[config.mk]
export PLATFORM = sky130hd
export DESIGN_NAME = lat_timer
export DESIGN_NICKNAME = d
export VERILOG_FILES = /design/src/rtl/lat_timer_pkg.sv /design/src/rtl/lat_timer_cnt.sv /design/src/rtl/lat_timer_fsm.sv /design/src/rtl/lat_timer.sv
export SDC_FILE = /design/constraint.sdc
export NUM_CORES = 1
export LEC_CHECK = 0
export ABC_CLOCK_PERIOD_IN_PS = 3900
export BUFFER_PORTS_ARGS = -buffer_cell sky130_fd_sc_hd__buf_2
export CAP_MARGIN = 20
export CORE_AREA = 2 2 39 41
export CTS_CLUSTER_DIAMETER = 50
export DETAILED_ROUTE_END_ITERATION = 7
export DIE_AREA = 0 0 41 43
export PLACE_DENSITY = 0.76
export REMOVE_ABC_BUFFERS = 1
export SLEW_MARGIN = 20
export SYNTH_ARGS = -nofsm -noshare
export SYNTH_HDL_FRONTEND = slang
export SYNTH_SLANG_ARGS = --single-unit
[constraint.sdc]
create_clock -name clk -period 3.9 [get_ports clk]
set_clock_uncertainty 0.2 [all_clocks]
set_input_delay 0.78 -clock clk [delete_from_list [all_inputs] [get_ports clk]]
set_output_delay 0.78 -clock clk [all_outputs]
set_load 0.05 [all_outputs]
[src/rtl/lat_timer_pkg.sv]
package lat_timer_pkg;
    typedef enum logic [1:0] {
        LT_IDLE    = 2'd0,
        LT_COUNT   = 2'd1,
        LT_EXPIRED = 2'd2,
        LT_TERM    = 2'd3
    } lt_state_e;
endpackage

[src/rtl/lat_timer_cnt.sv]
module lat_timer_cnt #(
    parameter int CNT_W = 8
) (
    input  logic             clk,
    input  logic             rst_n,
    input  logic             load_en,
    input  logic [CNT_W-1:0] load_val,
    input  logic             dec_en,
    output logic [CNT_W-1:0] cnt,
    output logic             cnt_zero,
    output logic             cnt_one
);
    localparam logic [CNT_W-1:0] ONE = {{(CNT_W-1){1'b0}}, 1'b1};

    always_ff @(posedge clk) begin
        if (!rst_n) begin
            cnt <= '0;
        end else if (load_en) begin
            cnt <= load_val;
        end else if (dec_en && (cnt != '0)) begin
            cnt <= cnt - ONE;
        end
    end

    assign cnt_zero = (cnt == '0);
    assign cnt_one  = (cnt == ONE);
endmodule

[src/rtl/lat_timer_fsm.sv]
module lat_timer_fsm
    import lat_timer_pkg::*;
(
    input  logic      clk,
    input  logic      rst_n,
    input  logic      frame_start,
    input  logic      grant,
    input  logic      xact_active,
    input  logic      load_is_zero,
    input  logic      cnt_zero,
    input  logic      cnt_one,
    output logic      load_en,
    output logic      dec_en,
    output logic      terminate_req,
    output lt_state_e state
);
    lt_state_e state_nx;

    always_comb begin
        state_nx = state;
        unique case (state)
            LT_IDLE: begin
                if (frame_start) begin
                    state_nx = load_is_zero ? LT_EXPIRED : LT_COUNT;
                end
            end
            LT_COUNT: begin
                if (!xact_active) begin
                    state_nx = LT_IDLE;
                end else if (cnt_one) begin
                    state_nx = LT_EXPIRED;
                end
            end
            LT_EXPIRED: begin
                if (!xact_active) begin
                    state_nx = LT_IDLE;
                end else if (cnt_zero && !grant) begin
                    state_nx = LT_TERM;
                end
            end
            LT_TERM: begin
                if (!xact_active) begin
                    state_nx = LT_IDLE;
                end
            end
            default: state_nx = LT_IDLE;
        endcase
    end

    always_ff @(posedge clk) begin
        if (!rst_n) begin
            state <= LT_IDLE;
        end else begin
            state <= state_nx;
        end
    end

    always_ff @(posedge clk) begin
        if (!rst_n) begin
            terminate_req <= 1'b0;
        end else begin
            terminate_req <= (state_nx == LT_TERM);
        end
    end

    assign load_en = (state == LT_IDLE) && frame_start;
    assign dec_en  = (state != LT_IDLE);
endmodule

[src/rtl/lat_timer.sv]
module lat_timer #(
    parameter int          CNT_W     = 8,
    parameter bit          USE_FIXED = 1'b0,
    parameter logic [CNT_W-1:0] FIXED_VAL = 8'd32
) (
    input  logic             clk,
    input  logic             rst_n,
    input  logic [CNT_W-1:0] load_val,
    input  logic             frame_start,
    input  logic             grant,
    input  logic             xact_active,
    output logic             terminate_req
);
    import lat_timer_pkg::*;

    logic [CNT_W-1:0] src_val;
    logic [CNT_W-1:0] cnt;
    logic             cnt_zero;
    logic             cnt_one;
    logic             load_en;
    logic             dec_en;
    lt_state_e        state;

    generate
        if (USE_FIXED) begin : g_fixed
            assign src_val = FIXED_VAL;
        end else begin : g_prog
            assign src_val = load_val;
        end
    endgenerate

    lat_timer_cnt #(.CNT_W(CNT_W)) u_cnt (
        .clk      (clk),
        .rst_n    (rst_n),
        .load_en  (load_en),
        .load_val (src_val),
        .dec_en   (dec_en),
        .cnt      (cnt),
        .cnt_zero (cnt_zero),
        .cnt_one  (cnt_one)
    );

    lat_timer_fsm u_fsm (
        .clk           (clk),
        .rst_n         (rst_n),
        .frame_start   (frame_start),
        .grant         (grant),
        .xact_active   (xact_active),
        .load_is_zero  (src_val == '0),
        .cnt_zero      (cnt_zero),
        .cnt_one       (cnt_one),
        .load_en       (load_en),
        .dec_en        (dec_en),
        .terminate_req (terminate_req),
        .state         (state)
    );
endmodule

==> results by group <==
Logic synthesis
  • Share of flip-flops with an asynchronous set or reset: 0
  • Share of Yosys cell area claimed by the top area cell type: 0.321
  • Mean Syn Cell Area: 8.26 um2
  • Largest area contributor in the netlist: dfxtp_1
  • Syn. warnings: 0
  • Mapped cell area: 686 um2
  • Post-synth top flop: dfxtp_1
  • Synth Register Bits: 11
  • EDFF count, synth: 0
  • List of most frequent post-synthesis cells: dfxtp_1 (11), nand3_1 (11), nand2_1 (9), a31oi_1 (5), nor2_1 (5)
  • Register area share after synthesis: 0.321
  • Gate Count Post-Synth: between 80 and 90
  • Unique masters post-synth: 35
  • Synth top area cells: dfxtp_1 (32%), nand3_1 (8.0%), ha_1 (5.5%)

Power
  • Switch share: 0.356
  • Combinational group share of total power: 0.310
  • P_int: approximately 0.21 mW
  • Pwr/cell area: roughly 400 nW/um2
  • Sequential share of power: 0.434
  • Leakage: about 0.31 nW
  • Maximum vdd drop: slightly above 0.2 mV
  • Clk pwr share: 0.256
  • Psw: between 0.1 and 0.15 mW

Worst setup path
  • Crit path DAT: 2.03 ns
  • Worst path top cell family by delay: compound AO/OA/AOI/OAI gates
  • Critical path required time: 3.87 ns
  • CP Max Fanout: 7
  • Critical path's most frequent cell: a31oi_1
  • Crit-path cells: inv_1 > ha_1 > nor2b_1 > a31oi_1 > a31oi_1 > o21a_1
  • Crit end category: register
  • Crit path kind: reg -> reg
  • Crit path buffers/inverters: 1
  • Slowest-stage cell, CP: a31oi_1
  • CP Launch Type: register
  • Slowest cell delay on critical path: about 0.5 ns

Place
  • Worst slack, placed: approximately 1.7 ns
  • Hpwl dp: roughly 1300 um
  • GP Congestion: around 0.88
  • Port buffer count: 13

Clock network
  • H-tree depth: 1
  • Root Driver: clkbuf_4
  • Total CTS buffers: 3
  • Cts repair resizes: 0
  • CTS tree: done
  • Clk sinks: 11
  • Number of setup buffers added after CTS: 0
  • Worst-skew pair later-pin latency: 0.27 ns
  • Hold-fix buffer count after cts: 0
  • CTS clk-pin slew, worst paths: roughly 0.08 ns
  • Clock buffer depth: 2

Run
  • Max cap viols: 0

Floorplan
  • Chip height: approximately 43 um
  • Initial Util: 0.495
  • # rows: 14
  • Full die area: 1760 um2
  • Die Width: around 40 um
  • Core box area: between 1000 and 1500 um2
  • I/O Pins: 14

Timing
  • RSZ-0062 raised after global routing: no
  • Fmax: between 400 and 500 MHz
  • Setup TNS Final: 0 ns
  • Final Hold Viols: 0
  • Slew @ Worst Pin: 0.614 ns
  • Final slew viol count: 0
  • Final worst-path cycle share: 0.530
  • Setup violators final: 0
  • Minimum clock period: between 2 and 2.5 ns
  • Final setup margin: 1.83 ns
  • Worst relative slew slack: 0.589

GRT
  • GRT Util Overall: 0.245
  • First-pass GRT wire length: 2880 um
  • Largest net degree at the start of global routing: 9
  • Global route overflow: 0
  • Vias in the first global route: approximately 660
  • Initial antenna violation count: 0

Cells and area
  • N_diodes: 0
  • Synth-to-layout area growth: 15.1%
  • Fillers: about 140
  • Multi-input gate area: 447 um2
  • Reg area: about 220 um2
  • Final-stage net count: 115
  • Layout cell share with drive strength beyond 1: 0.235

Drt
  • Pre-antenna DRT Iters: 4
  • Via count: between 700 and 800
  • Via density: ~6.5
  • Final WL: around 1800 um
  • Detailed-route wire length per cell: ~16 um
  • Initial DRC Count: 31
  • Post-DRT Antenna Nets: 0
  • Post-route DRC: 0

Min path
  • Tightest Hold Check Type: reg -> reg

Outcome
  • Status: finished, final reports clean
-- layout make-up --
type | count | share of cell area
sequential | 11 | 0.279
tap | 16 | 0.0254
multi-input combinational | 67 | 0.566
timing repair buffer | 13 | 0.0824
inverter | 3 | 0.0143
clock buffer | 4 | 0.0333
-- worst min-delay path: cells and delay by family, from the launching register on --
kind	cells	cell delay (ns)
AND/OR/NAND/NOR	1	0.07
AO/OA/AOI/OAI	1	0.06
flip-flops	1	0.34
-- flip-flops by register name, summed over array words and instances, names as in the netlist --
| name | cells |
|---|---|
| u_fsm.state | 2 |
| u_cnt.cnt | 8 |
| u_fsm.terminate_req | 1 |
-- cells by family after synthesis --
kind of cell / after synthesis / synth area share
AO/OA/AOI/OAI: 20 / 0.210
multiplexers: 2 / 0.0310
buffers and inverters: 5 / 0.0274
AND/OR/NAND/NOR: 42 / 0.356
flip-flops: 11 / 0.321
adder cells (fa/ha/maj): 3 / 0.0548
-- path summary, 6_finish.rpt --
kind                start      endpoint  slack (ns)  depth (start not counted)
min reg2reg  u_cnt.cnt[1]  u_cnt.cnt[1]        0.32                          2
min          u_cnt.cnt[1]  u_cnt.cnt[1]        0.32                          2
max reg2reg  u_cnt.cnt[0]  u_cnt.cnt[6]        1.83                          6
max          u_cnt.cnt[0]  u_cnt.cnt[6]        1.83                          6
-- cells in the final DEF, fill, tap and decap left out, types with 2 or more instances in the layout --
master and count:
nor4_1 4, nor2_1 5, nand3_1 11, o211ai_1 2, inv_1 3, a31oi_1 5, clkbuf_4 3, dfxtp_1 11
buf_2 13, nand4b_1 2, nand3b_1 2, nand2_1 9, ha_1 3, a21oi_1 3
-- power groups by stage --
stage               logic [mW]  registers, mW  clock network [mW]
floorplan               0.0724          0.138                   0
global placement        0.0941          0.140                   0
detailed placement      0.0969          0.141                   0
CTS                     0.0974          0.139              0.0826
global route             0.111          0.140              0.0878
finish                  0.0989          0.139              0.0817
-- routing by layer --
metal  global-route usage  wire, um
met1                0.337       779
met3               0.0681       147
met2                0.325       789
met4                0.153        71
met5                    0         0
-- through the flow --
stage	utilization	cell area, um2	std cells	hold slack, ns	power [mW]
floorplan	-	678	81	0.274	0.210
finish	0.571	790	114	0.318	0.319
detailed placement	0.552	763	110	0.301	0.238
global route	0.571	790	114	0.349	0.339
CTS	0.571	790	114	0.312	0.319
global placement	0.552	763	110	0.299	0.235
Power figures use the tool's default switching activity.
